===== config.mk =====
export PLATFORM = sky130hd
export DESIGN_NAME = rfenc_top
export DESIGN_NICKNAME = d
export VERILOG_FILES = /design/src/rtl/rfenc_pkg.sv /design/src/rtl/rfenc_cfg.sv /design/src/rtl/rfenc_seq.sv /design/src/rtl/rfenc_coder.sv /design/src/rtl/rfenc_top.sv
export SDC_FILE = /design/constraint.sdc
export NUM_CORES = 1
export LEC_CHECK = 0
export BUFFER_PORTS_ARGS = -buffer_cell sky130_fd_sc_hd__buf_2
export CAP_MARGIN = 20
export CELL_PAD_IN_SITES_DETAIL_PLACEMENT = 1
export CELL_PAD_IN_SITES_GLOBAL_PLACEMENT = 2
export CORE_ASPECT_RATIO = 0.8
export CORE_MARGIN = 8
export CORE_UTILIZATION = 33
export DETAILED_ROUTE_END_ITERATION = 10
export PLACE_DENSITY_LB_ADDON = 0.15
export SETUP_SLACK_MARGIN = 0.1
export SYNTH_ARGS = -nofsm -noshare
export SYNTH_HDL_FRONTEND = slang
export SYNTH_SLANG_ARGS = --single-unit

===== constraint.sdc =====
create_clock -name clk -period 1.6 [get_ports clk]
set_clock_uncertainty 0.05 [all_clocks]
set_input_delay 0 -clock clk [delete_from_list [all_inputs] [get_ports clk]]
set_output_delay 0 -clock clk [all_outputs]
set_load 0.005 [all_outputs]

===== src/rtl/rfenc_pkg.sv =====
package rfenc_pkg;

  typedef enum logic [1:0] {
    CODE_MAN = 2'b00,
    CODE_BIP = 2'b01,
    CODE_NRZ = 2'b10,
    CODE_DIR = 2'b11
  } code_e;

  // Control word layout: [1:0] code, [2] invert, [3] band, [4] ook, [5] direct bit
  typedef struct packed {
    logic  dbit;
    logic  ook;
    logic  cf;
    logic  pol;
    code_e code;
  } ctrl_t;

  localparam logic [1:0] ADDR_CTRL = 2'd0;
  localparam logic [1:0] ADDR_WLO  = 2'd1;
  localparam logic [1:0] ADDR_WHI  = 2'd2;
  localparam logic [1:0] ADDR_LEN  = 2'd3;

endpackage


===== src/rtl/rfenc_cfg.sv =====
module rfenc_cfg
  import rfenc_pkg::*;
#(
  parameter int FW = 13,
  parameter int BW = 16,
  localparam int CW = (BW > 1) ? $clog2(BW) : 1
) (
  input  logic          clk,
  input  logic          rst_n,
  input  logic          srst,
  input  logic          we,
  input  logic [1:0]    addr,
  input  logic [FW-1:0] wdata,
  input  logic          apply,
  output ctrl_t         act_ctrl,
  output logic [FW-1:0] act_wlo,
  output logic [FW-1:0] act_whi,
  output logic [CW-1:0] act_last
);

  ctrl_t         stg_ctrl_q, stg_ctrl_d;
  logic [FW-1:0] stg_wlo_q, stg_wlo_d;
  logic [FW-1:0] stg_whi_q, stg_whi_d;
  logic [CW-1:0] stg_last_q, stg_last_d;

  ctrl_t         act_ctrl_q;
  logic [FW-1:0] act_wlo_q, act_whi_q;
  logic [CW-1:0] act_last_q;

  // staging copy: written at once
  always_comb begin
    stg_ctrl_d = stg_ctrl_q;
    stg_wlo_d  = stg_wlo_q;
    stg_whi_d  = stg_whi_q;
    stg_last_d = stg_last_q;
    if (we) begin
      unique case (addr)
        ADDR_CTRL: stg_ctrl_d = ctrl_t'(wdata[5:0]);
        ADDR_WLO:  stg_wlo_d  = wdata;
        ADDR_WHI:  stg_whi_d  = wdata;
        ADDR_LEN:  stg_last_d = wdata[CW-1:0];
        default:   stg_ctrl_d = stg_ctrl_q;
      endcase
    end
  end

  always_ff @(posedge clk or negedge rst_n) begin
    if (!rst_n) begin
      stg_ctrl_q <= '0;
      stg_wlo_q  <= '0;
      stg_whi_q  <= '0;
      stg_last_q <= '0;
    end else if (srst) begin
      stg_ctrl_q <= '0;
      stg_wlo_q  <= '0;
      stg_whi_q  <= '0;
      stg_last_q <= '0;
    end else begin
      stg_ctrl_q <= stg_ctrl_d;
      stg_wlo_q  <= stg_wlo_d;
      stg_whi_q  <= stg_whi_d;
      stg_last_q <= stg_last_d;
    end
  end

  // active copy: enabled only when idle or at a bit boundary
  always_ff @(posedge clk or negedge rst_n) begin
    if (!rst_n) begin
      act_ctrl_q <= '0;
      act_wlo_q  <= '0;
      act_whi_q  <= '0;
      act_last_q <= '0;
    end else if (srst) begin
      act_ctrl_q <= '0;
      act_wlo_q  <= '0;
      act_whi_q  <= '0;
      act_last_q <= '0;
    end else if (apply) begin
      act_ctrl_q <= stg_ctrl_q;
      act_wlo_q  <= stg_wlo_q;
      act_whi_q  <= stg_whi_q;
      act_last_q <= stg_last_q;
    end
  end

  assign act_ctrl = act_ctrl_q;
  assign act_wlo  = act_wlo_q;
  assign act_whi  = act_whi_q;
  assign act_last = act_last_q;

  AST_CFG_HOLD: assert property (@(posedge clk) disable iff (!rst_n || srst)
    !apply |=> ($stable(act_ctrl_q) && $stable(act_wlo_q) && $stable(act_whi_q) && $stable(act_last_q)))
    else $error("active settings changed inside a bit");

endmodule


===== src/rtl/rfenc_seq.sv =====
module rfenc_seq #(
  parameter int BW = 16,
  localparam int CW = (BW > 1) ? $clog2(BW) : 1
) (
  input  logic          clk,
  input  logic          rst_n,
  input  logic          srst,
  input  logic          load,
  input  logic [BW-1:0] load_data,
  input  logic          start,
  input  logic          tick,
  input  logic [CW-1:0] last_idx,
  output logic          busy,
  output logic          half,
  output logic          cur_bit,
  output logic          go,
  output logic          mid,
  output logic          bnd
);

  logic [BW-1:0] sreg_q, sreg_d;
  logic [CW-1:0] cnt_q, cnt_d;
  logic          busy_q, busy_d;
  logic          half_q, half_d;
  logic          fin;

  assign go  = start & ~busy_q;
  assign mid = busy_q & tick & ~half_q;
  assign bnd = busy_q & tick & half_q & (cnt_q != '0);
  assign fin = busy_q & tick & half_q & (cnt_q == '0);

  always_comb begin
    sreg_d = sreg_q;
    if (load && !busy_q) begin
      sreg_d = load_data;
    end else if (bnd) begin
      sreg_d = {sreg_q[BW-2:0], 1'b0};
    end
  end

  always_comb begin
    cnt_d  = cnt_q;
    busy_d = busy_q;
    half_d = half_q;
    if (go) begin
      cnt_d  = last_idx;
      busy_d = 1'b1;
      half_d = 1'b0;
    end else if (mid) begin
      half_d = 1'b1;
    end else if (bnd) begin
      cnt_d  = cnt_q - CW'(1);
      half_d = 1'b0;
    end else if (fin) begin
      busy_d = 1'b0;
      half_d = 1'b0;
    end
  end

  always_ff @(posedge clk or negedge rst_n) begin
    if (!rst_n) begin
      sreg_q <= '0;
      cnt_q  <= '0;
      busy_q <= 1'b0;
      half_q <= 1'b0;
    end else if (srst) begin
      sreg_q <= '0;
      cnt_q  <= '0;
      busy_q <= 1'b0;
      half_q <= 1'b0;
    end else begin
      sreg_q <= sreg_d;
      cnt_q  <= cnt_d;
      busy_q <= busy_d;
      half_q <= half_d;
    end
  end

  assign busy    = busy_q;
  assign half    = half_q;
  assign cur_bit = sreg_q[BW-1];

  AST_BUSY_HOLD: assert property (@(posedge clk) disable iff (!rst_n || srst)
    busy_q && !tick |=> busy_q)
    else $error("frame ended without a tick");

  AST_BUF_FROZEN: assert property (@(posedge clk) disable iff (!rst_n || srst)
    busy_q && !tick |=> ($stable(sreg_q) && $stable(cnt_q)))
    else $error("buffer or count disturbed during a frame");

endmodule


===== src/rtl/rfenc_coder.sv =====
module rfenc_coder
  import rfenc_pkg::*;
(
  input  logic  clk,
  input  logic  rst_n,
  input  logic  srst,
  input  code_e code,
  input  logic  pol,
  input  logic  dbit,
  input  logic  busy,
  input  logic  half,
  input  logic  d,
  input  logic  go,
  input  logic  mid,
  input  logic  bnd,
  output logic  lvl
);

  logic bp_q, bp_d;
  logic raw;

  // Bi-Phase level: flips at each bit start, and at mid-bit for a one
  always_comb begin
    bp_d = bp_q;
    if (code == CODE_BIP) begin
      if (go || bnd || (mid && d)) begin
        bp_d = ~bp_q;
      end
    end
  end

  always_ff @(posedge clk or negedge rst_n) begin
    if (!rst_n) begin
      bp_q <= 1'b0;
    end else if (srst) begin
      bp_q <= 1'b0;
    end else begin
      bp_q <= bp_d;
    end
  end

  always_comb begin
    unique case (code)
      CODE_MAN: raw = half ? ~d : d;
      CODE_BIP: raw = bp_q;
      CODE_NRZ: raw = d;
      CODE_DIR: raw = dbit;
      default:  raw = 1'b0;
    endcase
  end

  always_comb begin
    if (code == CODE_DIR) begin
      lvl = raw ^ pol;
    end else begin
      lvl = busy ? (raw ^ pol) : 1'b0;
    end
  end

endmodule


===== src/rtl/rfenc_top.sv =====
module rfenc_top
  import rfenc_pkg::*;
#(
  parameter int FW = 13,
  parameter int BW = 16,
  localparam int CW = (BW > 1) ? $clog2(BW) : 1
) (
  input  logic          clk,
  input  logic          rst_n,
  input  logic          rf_srst,
  input  logic          cfg_we,
  input  logic [1:0]    cfg_addr,
  input  logic [FW-1:0] cfg_wdata,
  input  logic          buf_load,
  input  logic [BW-1:0] buf_data,
  input  logic          start,
  input  logic          hb_tick,
  output logic          busy,
  output logic          line,
  output logic          car_en,
  output logic          car_sel,
  output logic [FW-1:0] freq_word
);

  ctrl_t         act_ctrl;
  logic [FW-1:0] act_wlo, act_whi;
  logic [CW-1:0] act_last;
  logic          apply;
  logic          seq_busy, seq_half, seq_bit, seq_go, seq_mid, seq_bnd;
  logic          lvl;
  logic          direct;

  assign apply = ~seq_busy | seq_bnd;

  rfenc_cfg #(.FW(FW), .BW(BW)) u_cfg (
    .clk      (clk),
    .rst_n    (rst_n),
    .srst     (rf_srst),
    .we       (cfg_we),
    .addr     (cfg_addr),
    .wdata    (cfg_wdata),
    .apply    (apply),
    .act_ctrl (act_ctrl),
    .act_wlo  (act_wlo),
    .act_whi  (act_whi),
    .act_last (act_last)
  );

  rfenc_seq #(.BW(BW)) u_seq (
    .clk       (clk),
    .rst_n     (rst_n),
    .srst      (rf_srst),
    .load      (buf_load),
    .load_data (buf_data),
    .start     (start),
    .tick      (hb_tick),
    .last_idx  (act_last),
    .busy      (seq_busy),
    .half      (seq_half),
    .cur_bit   (seq_bit),
    .go        (seq_go),
    .mid       (seq_mid),
    .bnd       (seq_bnd)
  );

  rfenc_coder u_coder (
    .clk   (clk),
    .rst_n (rst_n),
    .srst  (rf_srst),
    .code  (act_ctrl.code),
    .pol   (act_ctrl.pol),
    .dbit  (act_ctrl.dbit),
    .busy  (seq_busy),
    .half  (seq_half),
    .d     (seq_bit),
    .go    (seq_go),
    .mid   (seq_mid),
    .bnd   (seq_bnd),
    .lvl   (lvl)
  );

  assign direct = (act_ctrl.code == CODE_DIR);

  // carrier mapping
  always_comb begin
    if (direct || seq_busy) begin
      car_en = act_ctrl.ook ? lvl : 1'b1;
    end else begin
      car_en = 1'b0;
    end
    freq_word = (act_ctrl.ook || lvl) ? act_whi : act_wlo;
  end

  assign busy    = seq_busy;
  assign line    = lvl;
  assign car_sel = act_ctrl.cf;

  AST_MAN_FLIP: assert property (@(posedge clk) disable iff (!rst_n || rf_srst)
    seq_busy && (act_ctrl.code == CODE_MAN) && hb_tick && !seq_half |=> line != $past(line))
    else $error("Manchester bit lacks a mid-bit transition");

  AST_NRZ_STEADY: assert property (@(posedge clk) disable iff (!rst_n || rf_srst)
    seq_busy && (act_ctrl.code == CODE_NRZ) && !hb_tick |=> $stable(line))
    else $error("NRZ level moved without a tick");

endmodule


-- Word level (Yosys, flattened, before mapping)
Cells that the tools add are included.
- reduce and logical (&&, ||, !) cells: 30
- muxes and demuxes: 46
- $add $sub $neg: 1
- equality and inequality tests: 8
- bitwise gates (word level): 12
- operators with widths (cell ; count):
    13-bit two-way mux ; 11
    16-bit two-way mux ; 3
    4-bit two-way mux ; 9
    6-bit two-way mux ; 5
    1-bit two-way mux ; 17
    2-bit nonzero test ; 8
    2-bit AND reduction ; 6
    3-bit nonzero test ; 3
    2-bit == test, second input constant ; 4
    1-bit AND ; 6
    3-bit by 2-bit != test with 1-bit output, second input constant ; 2
    5-bit nonzero test ; 1
    2-bit by 1-bit == test with 1-bit output, second input constant ; 2
    2-bit zero test ; 2
    4-bit zero test ; 1
    1-bit logical OR ; 4
    1-bit NOT ; 4
    1-bit case mux with 4 select lines ; 1
    4-bit nonzero test ; 1
    4-bit by 1-bit subtractor with 4-bit output, second input constant ; 1
    3-bit AND reduction ; 1
    1-bit logical AND ; 2
    1-bit zero test ; 1
    1-bit bitwise OR ; 1
    1-bit XOR ; 1
- bits in registers: 95
- input bits: 38
- word-level logic and storage cells: 118

-- Longest topological paths before layout
Gate-level depths: netlist (run 1).
- depth after elaboration: 8
- mapped depth: 8
- mapped depth without buffers: 7

-- By module
From an unflattened synthesis (run 1), not the netlist that was laid out.
- cells, all modules: 423
- area total of the unflattened synthesis: 4724.5 sq um
- modules (own cells, without submodules) (module ; sequential area each (sq um) ; times used ; cells an instance ; area an instance (sq um)):
    rfenc_cfg ; 1801.7 ; 1 ; 252 ; 3091.7
    rfenc_seq ; 550.5 ; 1 ; 137 ; 1265.0
    rfenc_top ; 0.0 ; 1 ; 19 ; 235.2
    rfenc_coder ; 25.0 ; 1 ; 15 ; 132.6

-- Worst setup path before layout (run 1)
OpenSTA, ideal clock, no wires.
- path kind: register -> register
- start point: reg u_seq.cnt_q[0]
- end point: reg u_cfg.act_wlo_q[1], in the netlist u_cfg.act_wlo[1]
- stages on the path, launching flop included: 9
- path slack: -41 ps
- required time: 1472 ps
- arrival: 1513 ps
- period minus slack after synthesis: 1641 ps
- cell sequence: dfrtp_1 -> inv_1 -> ha_1 -> a21oi_1 -> nor2b_1 -> clkbuf_1 -> clkbuf_1 -> nand2_1 -> a21oi_1
- cells in the longest elaborated chain, start to end: 4
- ends and longest elaborated chain (what ; RTL line ; source):
    from (decl) ; rfenc_seq.sv:22 ; logic [CW-1:0] cnt_q, cnt_d;
    from (signal assigned) ; rfenc_seq.sv:73 ; cnt_q <= cnt_d;
    4-bit nonzero test ; rfenc_seq.sv:29 ; assign bnd = busy_q & tick & half_q & (cnt_q != '0);
    1-bit AND ; rfenc_seq.sv:29 ;
    1-bit bitwise OR ; rfenc_top.sv:33 ; assign apply = ~seq_busy | seq_bnd;
    2-bit nonzero test (no line) ; n/a ;
    to (signal assigned) ; rfenc_cfg.sv:80 ; act_wlo_q <= stg_wlo_q;
    to (decl) ; rfenc_cfg.sv:27 ; logic [FW-1:0] act_wlo_q, act_whi_q;
Every way passes these cells.
A chain may end at the register's enable or synchronous reset.

-- Final worst setup path (run 1)
- start point: reg u_cfg.act_ctrl_q, in the netlist u_cfg.act_ctrl[0]
- end point: out freq_word[1]
- cells in the longest elaborated chain, start to end: 7
- ends and longest elaborated chain (what ; RTL line ; source):
    from (decl) ; rfenc_cfg.sv:26 ; ctrl_t act_ctrl_q;
    from (signal assigned) ; rfenc_cfg.sv:79 ; act_ctrl_q <= stg_ctrl_q;
    2-bit == test, or another cell as far along ; rfenc_coder.sv:43, rfenc_coder.sv:53 ;
    1-bit case mux with 4 select lines ; rfenc_coder.sv:43 ; unique case (code)
    1-bit XOR ; rfenc_coder.sv:54, rfenc_coder.sv:56 ;
    1-bit two-way mux ; rfenc_coder.sv:56 ; lvl = busy ? (raw ^ pol) : 1'b0;
    1-bit two-way mux (*) ; rfenc_coder.sv:53 ; if (code == CODE_DIR) begin
    1-bit logical OR (*) ; rfenc_top.sv:91 ; freq_word = (act_ctrl.ook || lvl) ? act_whi : act_wlo;
    13-bit two-way mux (*) ; rfenc_top.sv:91 ;
    to (decl) ; rfenc_top.sv:22 ; output logic [FW-1:0] freq_word
Every way passes the cells marked *; elsewhere a longest branch is shown, timed or not.

==> results by group, run 1 <==
Status
  • Status: finished, violations left
  • Violated checks: negative setup slack

Worst hold path
  • HP Class: in -> reg
  • Hold Path Stages: 4
  • Hold Crit Start: buf_data[0]

Placed design
  • Port Buf Inserts: between 50 and 60
  • Gp weighted congestion: 0.7500
  • Post-DP HPWL: around 8600 um
  • Placement Cell Area: 0.005156 mm2

Synthesis
  • Syn Area/Cell: just over 9 um2
  • Synth cell types: 39
  • Syn_nets: ~520
  • Register bit count reported by yosys: 95
  • Cell area after synthesis: approximately 0.0045 mm2
  • Post-synthesis sequential area ratio: a little over half
  • Post-Synthesis Cells: 482
  • Yosys Warn Count: 0

Route
  • # DRC: 0
  • DR iter-0 viols: 256
  • Vias: approximately 4000
  • Vias/cell: approximately 5.0
  • Routed WL per cell: about 19 um
  • Total Wirelength: 14970 um
  • 1st-pass router iterations: 4
  • DRT antenna net count: 0

Floorplanning
  • # rows: 38
  • Die area: roughly 0.018 mm2
  • Number of top-level pins: 55
  • Core ar.: roughly 0.013 mm2
  • Initial core utilization: 33.50%
  • Die width: 146.4 um
  • Die H: 120.4 um

Finish
  • FILL cells: between 1000 and 1500
  • Reg area: ~0.0024 mm2
  • Footprint of the multi-input gates: 0.002490 mm2
  • Nets@finish: around 640
  • Layout cell share with drive strength beyond 1: around two fifths
  • Area growth, synth to finish: 54.18%
  • Final instance area: 0.006925 mm2
  • Ant diodes: 0

Timing
  • Minimum clock period after layout: 2184 ps
  • Final setup fails: 71
  • Fmax: between 400 and 500 MHz
  • Unrepaired setup endpoints after global routing: yes
  • Max Transition Viols Final: 0
  • Period utilization: 136.5%
  • Max-Slew Margin vs Limit: approximately 64%
  • Worst hold slack: approximately 23 ps
  • Final worst slack: -584.3 ps
  • Slew at the pin with the worst max-slew slack: around 540 ps
  • Final Hold Fails: 0

Clock tree
  • CTS HTree Levels: 3
  • CTS tree: done
  • Maximum clock insertion buffer count: 2
  • CTS Buf Count: 9
  • Root Driver: clkbuf_16
  • Clock sink count: 95
  • Clock-pin slew on the worst setup and hold paths: 70 ps
  • Clk_lat worst skew: about 340 ps

Worst setup path
  • Worst Path Required: around 1600 ps
  • CP cell instances: mux2i_2 > a21oi_2 > nand2b_4 > a21oi_4 > clkbuf_16 > a221o_2 > buf_6
  • Crit path DAT: around 2100 ps
  • Worst r2r src: u_seq.half
  • CP max FO: 7
  • Worst setup SP type: register
  • Critical path class: reg -> out
  • CP peak stage delay: 450 ps
  • Crit path from: u_cfg.act_ctrl[0]
  • R2R depth: 13
  • CP endpoint kind: primary output
  • CP max stage cell: dfrtp_2

Power and ir drop
  • Worst vdd ir: 0.4624 mV
  • Leakage: 3.158 nW
  • PD cells: about 880 mW/mm2

Global route
  • GRT met1 Usage: 25.24%
  • GRT met3 Usage: under 10%
  • Initial antenna violation count: 0
  • Number of global-route vias before repair: approximately 4200
  • Largest net degree at the start of global routing: 96
  • First-pass GRT wire length: ~24000 um
  • GR peak layer: met2
  • Gr usage total: about 17%
  • Grt met2 use: between 20% and 30%
  • Global route overflow: 0

Flow run
  • Max Cap Viol: 0
## worst paths after layout
check                                      endpoint  slack [ps]
worst max register to register    u_cfg.act_ctrl[4]        -430
max in group asynchronous                u_seq.half         870
worst min register to register  u_cfg.stg_whi_q[10]         480
worst min-delay path                u_seq.sreg_q[0]          20
worst max-delay path                   freq_word[1]        -580
min in group asynchronous           u_seq.sreg_q[7]         190
## area by class of cell
cell class / instances / area share [%]
multi-input cells: 347 / 35.95
inverters: 3 / 0.1626
clock inverters: 6 / 1.572
repair buffers: 148 / 21.45
well taps: 180 / 3.252
flip-flops and latches: 95 / 34.36
clock buffers: 9 / 3.252
## power breakdown
group | switching, mW | leakage [nW] | internal (mW)
clock | 0.948 | 0.166 | 1.52
combinational | 0.532 | 1.70 | 0.520
sequential | 0.0800 | 1.30 | 2.49
total | 1.56 | 3.16 | 4.53
## cell families (layout without fill, tap and decap cells)
logic type / Yosys count / after routing / synth area share (%)
flops: 95 / 95 / 52.92
mux: 28 / 28 / 6.240
simple gates: 203 / 203 / 19.30
compound gates: 108 / 108 / 15.68
xor+xnor: 6 / 6 / 1.170
buf+inv: 40 / 166 / 4.122
fa+ha+maj: 2 / 2 / 0.5570
## cells in the mapped netlist, drive strengths merged
| library cell | count | area [um2] |
|---|---|---|
| a211oi | 18 | 135.1 |
| a21oi | 69 | 349.1 |
| a221o | 13 | 133.9 |
| a22oi | 1 | 12.51 |
| a31oi | 2 | 18.77 |
| and3b | 1 | 8.760 |
| buf | 14 | 86.32 |
| clkbuf | 23 | 87.58 |
| dfrtp | 95 | 2377 |
| ha | 2 | 25.02 |
| inv | 3 | 11.26 |
| mux2i | 28 | 280.3 |
| nand2 | 132 | 495.5 |
| nand2b | 5 | 31.28 |
| nand3 | 2 | 10.01 |
| nand3b | 3 | 22.52 |
| nor2 | 35 | 131.4 |
| nor2b | 15 | 93.84 |
| nor3 | 3 | 15.01 |
| nor3b | 3 | 27.52 |
| nor4bb | 1 | 10.01 |
| o211ai | 1 | 7.510 |
| o21ai | 1 | 5.000 |
| o21ba | 1 | 10.01 |
| o221ai | 1 | 26.28 |
| o22ai | 1 | 6.260 |
| or2 | 1 | 6.260 |
| or3 | 1 | 6.260 |
| or3b | 1 | 8.760 |
| xnor2 | 1 | 8.760 |
| xor2 | 5 | 43.79 |
## critical path: cells and delay by family, from the launching register on
kind,cells,cell delay [ps]
DFF,1,450
AOI/OAI and AO/OA,3,690
and+or+nand+nor,1,190
buffers and inverters,2,300
muxes,1,170
## placed cells by master (no fill, tap or decap), types with 13 or more instances in the layout
| cell | synthesis | layout |
|---|---|---|
| nor2b_1 | 15 | 13 |
| nor2_1 | 35 | 33 |
| dlygate4sd3_1 | 0 | 31 |
| mux2i_1 | 28 | 26 |
| a21oi_1 | 68 | 32 |
| buf_2 | 9 | 50 |
| a21oi_2 | 1 | 35 |
| nand2_4 | 0 | 29 |
| a211oi_1 | 18 | 15 |
| nand2_1 | 132 | 91 |
| buf_6 | 2 | 17 |
| buf_4 | 2 | 28 |
| dfrtp_1 | 95 | 93 |
## what timing repair did
action                     in CTS  in global routing
hold buffers                   31                  0
gates cloned                   11                  1
setup endpoints to repair      71                 72
pin swaps                      49                 46
resized for setup             126                 45
setup buffers                  15                  4
hold endpoints to repair      148                  0
## metrics by stage
stage | utilization, % | TNS [ps] | power [mW] | cells | setup WS, ps
2_1_floorplan | - | 0 | 2.924 | 482 | 43.32
3_3_place_gp | 38.46 | -2585 | 3.202 | 711 | -155.9
6_report | 51.65 | -25900 | 6.090 | 788 | -584.3
3_5_place_dp | 38.46 | -4401 | 3.222 | 711 | -250.1
5_1_grt | 51.65 | -31050 | 6.306 | 788 | -681.8
4_1_cts | 49.87 | -13020 | 6.061 | 783 | -525.4
## registers in the layout, summed over array words and instances (netlist names)
signal	count
u_seq.half	1
u_cfg.act_last	4
u_seq.busy	1
u_seq.sreg_q	16
u_cfg.act_ctrl	6
u_cfg.stg_whi_q	13
u_cfg.stg_wlo_q	13
u_seq.cnt_q	4
u_coder.bp_q	1
u_cfg.act_whi	13
u_cfg.act_wlo	13
u_cfg.stg_last_q	4
u_cfg.stg_ctrl_q	6
## routing by layer
metal,vias to the layer above,routed length [um]
met5,-,0
met4,0,95
met3,11,511
met2,60,6753
met1,1985,7613
li1,1882,-
Power figures use the tool's default switching activity.
==> run 2, diff against run 1 <==
--- a/config.mk
+++ b/config.mk
@@ -10,7 +10,7 @@
 export CELL_PAD_IN_SITES_DETAIL_PLACEMENT = 1
 export CELL_PAD_IN_SITES_GLOBAL_PLACEMENT = 2
 export CORE_ASPECT_RATIO = 0.8
-export CORE_MARGIN = 8
+export CORE_MARGIN = 1
 export CORE_UTILIZATION = 33
 export DETAILED_ROUTE_END_ITERATION = 10
 export PLACE_DENSITY_LB_ADDON = 0.15
==> results by group, run 2 (same netlist as run 1, synthesis figures left out) <==
Status
  • Violated checks: negative setup slack
  • Status: finished, violations left

Finish
  • Most frequent cells in the layout: dfrtp_1, nand2_1, buf_2
  • Layout cell share with drive strength beyond 1: 44.72% (+4.7 points)
  • Reg area: 0.002382 mm2 (+0.11%)
  • Ant diodes: 0 (unchanged)
  • Nets@finish: 651 (+1.1%)
  • Area growth, synth to finish: 56.71%
  • Final instance area: 0.007039 mm2 (+1.6%)
  • Top reg by flops: u_seq.sreg_q
  • Largest register FFs: 16 (unchanged)
  • Cell Count, Final, Fillers Out: 790 (+0.25%)
  • Footprint of the multi-input gates: 0.002623 mm2 (+5.3%)
  • FILL cells: 1432 (-1.2%)
  • Most common cell after layout, fill and taps aside: dfrtp_1

Clock tree
  • Clock sink count: 95 (unchanged)
  • Clock-pin slew on the worst setup and hold paths: 70 ps (about the same)
  • CTS HTree Levels: 3 (unchanged)
  • Maximum clock insertion buffer count: 2 (unchanged)
  • CTS Buf Count: 9 (unchanged)
  • Root Driver: clkbuf_16
  • Clk_lat worst skew: 340 ps (about the same)
  • CTS tree: done

Worst setup path
  • CP endpoint kind: primary output
  • Critical path class: reg -> out
  • Crit path DAT: 2030 ps (-100 ps)
  • CP max FO: 13 (+6)
  • Worst setup SP type: register
  • Worst Path Required: 1550 ps (about the same)

Timing
  • Unrepaired setup endpoints after global routing: yes
  • Period utilization: 130.2% (-6.3 points)
  • Fmax: 480.1 MHz (+4.9%)
  • Max-Slew Margin vs Limit: 47.33% (-16 points)
  • Max Transition Viols Final: 0 (unchanged)
  • Slew at the pin with the worst max-slew slack: 790.0 ps (+246.3 ps)
  • Final setup fails: 65 (-8.5%)
  • Final setup TNS: -10210 ps (+15690 ps)
  • Final worst slack: -482.9 ps (+101.4 ps)
  • Minimum clock period after layout: 2083 ps (-101.4 ps)
  • Final Hold Fails: 0 (unchanged)

Route
  • 1st-pass router iterations: 4 (unchanged)
  • Total Wirelength: 15110 um (+0.89%)
  • Vias: 3973 (+0.89%)
  • Routed WL per cell: 19.12 um (+0.63%)
  • Vias/cell: 5.029 (+0.63%)
  • DR iter-0 viols: 203 (-21%)
  • DRT antenna net count: 0 (unchanged)
  • # DRC: 0 (unchanged)

Global route
  • Initial antenna violation count: 0 (unchanged)
  • Global route overflow: 0 (unchanged)
  • Gr usage total: 20.55% (+3.4 points)
  • Largest net degree at the start of global routing: 42 (-56%)
  • Number of global-route vias before repair: 3933 (-6.7%)
  • First-pass GRT wire length: 22120 um (-8.3%)

Power and ir drop
  • Total power: 5.861 mW (-3.8%)
  • PD cells: 832.6 mW/mm2 (-5.3%)
  • Worst vdd ir: 0.5311 mV (+15%)
  • Leakage: 3.296 nW (+4.4%)

Placed design
  • Post-DP HPWL: 8696 um (+1.4%)
  • Port Buf Inserts: 54 (unchanged)
  • Worst slack at placement: -182.0 ps (+68.05 ps)
  • Placed cells: 713 (+0.28%)
  • Placement Cell Area: 0.005228 mm2 (+1.4%)
  • Gp weighted congestion: 0.7459 (-0.55%)

Flow run
  • Max Cap Viol: 0 (unchanged)

Floorplanning
  • Core ar.: 0.01306 mm2 (-2.6%)
  • Number of top-level pins: 55 (unchanged)
  • Die area: 0.01409 mm2 (-20%)
  • Die width: 132.4 um (-9.6%)
  • # rows: 37 (-2.6%)
  • Initial core utilization: 34.41% (+0.91 points)
  • Die H: 106.4 um (-12%)

Worst hold path
  • HP Class: in -> reg
## run 2: timing repair
action                                  CTS  global route
hold buffers                             32             0
hold endpoints to repair                149             0
endpoints found under the setup margin   72            72
cloned                                    6             8
buffers inserted                          8             9
gates resized for setup                  23           182
pin swaps                                 4            86
## run 2: area by class of cell
class	count	area share [%]
Timing Repair Buffer	155	21.51
Inverter	3	0.1600
Clock buffer	12	3.502
Sequential cell	95	33.84
Clock inverter	3	0.6221
Tap cell	175	3.111
Multi-Input combinational cell	347	37.26
## run 2: path summary, 6_finish.rpt
check | start | to | slack, ps | cells past startpoint
worst max register to register | u_seq.cnt_q[1] | u_cfg.act_wlo[1] | -150 | 9
max in group asynchronous | rst_n | u_cfg.stg_wlo_q[3] | 840 | 3
worst min register to register | u_cfg.stg_whi_q[8] | u_cfg.act_whi[8] | 480 | 2
worst min-delay path | hb_tick | u_seq.half | 50 | 4
worst max-delay path | u_cfg.act_ctrl[1] | freq_word[1] | -480 | 7
min in group asynchronous | rst_n | u_seq.sreg_q[7] | 80 | 2
## run 2: worst max-delay path: stages (launching register included)
cell	delay (ps)
dfrtp_1	430
buf_4	170
a21oi_2	210
or3_4	170
o221ai_4	90
buf_12	160
a221o_2	330
buf_2	130
## run 2: per-layer routing
layer	vias to the layer above	track usage, %	wire length (um)
met1	1999	32.10	7691
met5	-	0	0
met4	0	4.433	112
li1	1896	-	-
met3	7	3.720	573
met2	71	28.98	6728
## run 2: per-stage QoR
step | hold slack [ps] | util [%]
2_1_floorplan | -345.6 | -
3_3_place_gp | -94.38 | 40.04
3_5_place_dp | -91.73 | 40.04
5_1_grt | 72.57 | 53.92
4_1_cts | 39.55 | 46.97
6_report | 46.81 | 53.92
## run 2: report_power, final
part | switching, mW | internal (mW)
combinational | 0.550 | 0.535
clock | 0.943 | 1.25
sequential | 0.0930 | 2.49
==> run 3, diff against run 2 <==
--- a/config.mk
+++ b/config.mk
@@ -9,7 +9,7 @@
 export CAP_MARGIN = 20
 export CELL_PAD_IN_SITES_DETAIL_PLACEMENT = 1
 export CELL_PAD_IN_SITES_GLOBAL_PLACEMENT = 2
-export CORE_ASPECT_RATIO = 0.8
+export CORE_ASPECT_RATIO = 1.2
 export CORE_MARGIN = 1
 export CORE_UTILIZATION = 33
 export DETAILED_ROUTE_END_ITERATION = 10
==> results by group, run 3 (same netlist as run 1, synthesis figures left out) <==
Status
  • Status: finished, violations left
  • Violated checks: negative setup slack

Global route
  • Largest net degree at the start of global routing: 96 (+130%)
  • Global route overflow: 0 (unchanged)
  • First-pass GRT wire length: 23280 um (+5.2%)
  • Number of global-route vias before repair: 4345 (+10%)
  • Initial antenna violation count: 0 (unchanged)
  • Gr usage total: 21.79% (+1.2 points)

Power and ir drop
  • PD cells: 861.5 mW/mm2 (+3.5%)
  • Worst vdd ir: 0.6677 mV (+26%)
  • Leakage: 3.207 nW (-2.7%)

Worst setup path
  • Worst setup SP type: register
  • CP top delay family: compound AO/OA/AOI/OAI gates
  • Critical path class: reg -> out
  • CP peak stage delay: 450 ps (+20 ps)
  • CP Depth: 7 (unchanged)
  • CP endpoint kind: primary output
  • CP max stage cell: dfrtp_2
  • Crit path DAT: 2050 ps (+20 ps)
  • CP cell instances: mux2i_1 > a21oi_2 > or3_4 > o221ai_4 > buf_4 > a221o_2 > buf_2
  • R2R depth: 10 (+1)
  • CP bufs+invs: 2 (-1)
  • Worst Path Required: 1550 ps (about the same)
  • CP max FO: 8 (-5)

Route
  • DR iter-0 viols: 131 (-35%)
  • Vias: 3956 (-0.43%)
  • Vias/cell: 5.072 (+0.85%)
  • DRT antenna net count: 0 (unchanged)
  • 1st-pass router iterations: 4 (unchanged)
  • Routed WL per cell: 18.09 um (-5.4%)
  • # DRC: 0 (unchanged)
  • Total Wirelength: 14110 um (-6.6%)

Clock tree
  • Clock sink count: 95 (unchanged)
  • CTS Buf Count: 9 (unchanged)
  • Root Driver: clkbuf_16
  • CTS HTree Levels: 3 (unchanged)
  • Maximum clock insertion buffer count: 2 (unchanged)
  • CTS tree: done
  • Clk_lat worst skew: 350 ps (about the same)
  • Clock-pin slew on the worst setup and hold paths: 70 ps (about the same)

Timing
  • Max Transition Viols Final: 0 (unchanged)
  • Max-Slew Margin vs Limit: 64.89% (+18 points)
  • Period utilization: 131.1% (+0.95 points)
  • Unrepaired setup endpoints after global routing: yes
  • Final Hold Fails: 0 (unchanged)
  • Final setup fails: 64 (-1.5%)
  • Fmax: 476.6 MHz (-0.72%)
  • Minimum clock period after layout: 2098 ps (+15.14 ps)
  • Worst hold slack: 21.38 ps (-25.43 ps)
  • Slew at the pin with the worst max-slew slack: 526.6 ps (-263.4 ps)
  • Final worst slack: -498.1 ps (-15.14 ps)

Finish
  • Layout Utilization: 52.45% (-1.5 points)
  • Most common cell after layout, fill and taps aside: dfrtp_1
  • Area growth, synth to finish: 54.57%
  • Top reg by flops: u_seq.sreg_q
  • Nets@finish: 647 (-0.61%)
  • Most frequent cells in the layout: dfrtp_1, nand2_1, buf_2
  • Layout cell share with drive strength beyond 1: 43.63% (-1.1 points)
  • Largest register FFs: 16 (unchanged)
  • Ant diodes: 0 (unchanged)
  • FILL cells: 1438 (+0.42%)

Placed design
  • Post-DP HPWL: 8095 um (-6.9%)
  • Port Buf Inserts: 54 (unchanged)
  • Gp weighted congestion: 0.7131 (-4.4%)
  • Worst slack at placement: -196.5 ps (-14.49 ps)

Floorplanning
  • Die area: 0.01408 mm2 (about the same)
  • Core ar.: 0.01324 mm2 (+1.4%)
  • Die H: 129.8 um (+22%)
  • Die width: 108.5 um (-18%)
  • Initial core utilization: 33.93% (-0.47 points)
  • # rows: 46 (+24%)
  • Number of top-level pins: 55 (unchanged)

Worst hold path
  • HP Class: in -> reg
  • Hold Path Stages: 4 (unchanged)

Flow run
  • Max Cap Viol: 0 (unchanged)
[run 3: cell types whose count changed in the layout (fill, tap and decap cells not counted), moves of 5 or more]
cell / before / now
mux2i_1: 22 / 27
clkbuf_16: 15 / 9
nand2_4: 40 / 45
nand2_2: 21 / 15
[run 3: layout make-up]
class / instances / area [um2] / area share, %
multi-input combinational: 347 / 2574 / 37.07
sequential: 95 / 2384 / 34.33
timing repair buffer: 151 / 1434 / 20.65
clock buffer: 10 / 239.0 / 3.442
tap: 168 / 210.2 / 3.028
clock inverter: 6 / 91.34 / 1.316
inverter: 3 / 11.26 / 0.1622
[run 3: what timing repair did]
action	4_1_cts	5_1_grt
cloned	7	0
pin swaps	85	25
endpoints found under the hold margin	149	0
resized for setup	154	34
buffers inserted	14	7
hold buffers	32	0
setup endpoints to repair	71	72
[run 3: final timing paths]
path	from	slack, ps	endpoint
max	u_cfg.act_ctrl[0]	-500	freq_word[1]
min	hb_tick	20	u_seq.half
max reg2reg	u_seq.cnt_q[0]	-160	u_cfg.act_whi[9]
min reg2reg	u_cfg.stg_wlo_q[6]	480	u_cfg.stg_wlo_q[6]
max in group asynchronous	rst_n	840	u_cfg.stg_wlo_q[10]
min in group asynchronous	rst_n	80	u_cfg.stg_wlo_q[7]
[run 3: stage by stage]
| step | instance area (um2) | power [mW] | setup TNS (ps) | std cells |
|---|---|---|---|---|
| global placement | 5226 | 3.220 | -1668 | 707 |
| detailed placement | 5226 | 3.238 | -2680 | 707 |
| global route | 6943 | 6.218 | -13790 | 780 |
| floorplan | 4537 | 2.924 | 0 | 482 |
| finish | 6943 | 5.981 | -9634 | 780 |
| CTS | 6754 | 5.957 | -8061 | 774 |
[run 3: worst min-delay path, cell delays in order]
cell and delay [ps]:
buf_2 120, xor2_1 70, a21oi_1 140, nor2_1 50
[run 3: report_power, final]
group / internal [mW] / switching, mW
clock network: 1.42 / 0.964
registers: 2.49 / 0.0819
logic: 0.501 / 0.527
[run 3: metal layers]
metal | track usage, % | vias to the layer above | share of wire [%]
li1 | - | 1883 | -
met1 | 28.06 | 2005 | 45
met2 | 38.35 | 55 | 52
met3 | 2.997 | 13 | 2.4
met4 | 5.564 | 0 | 1.1
met5 | 0 | - | 0
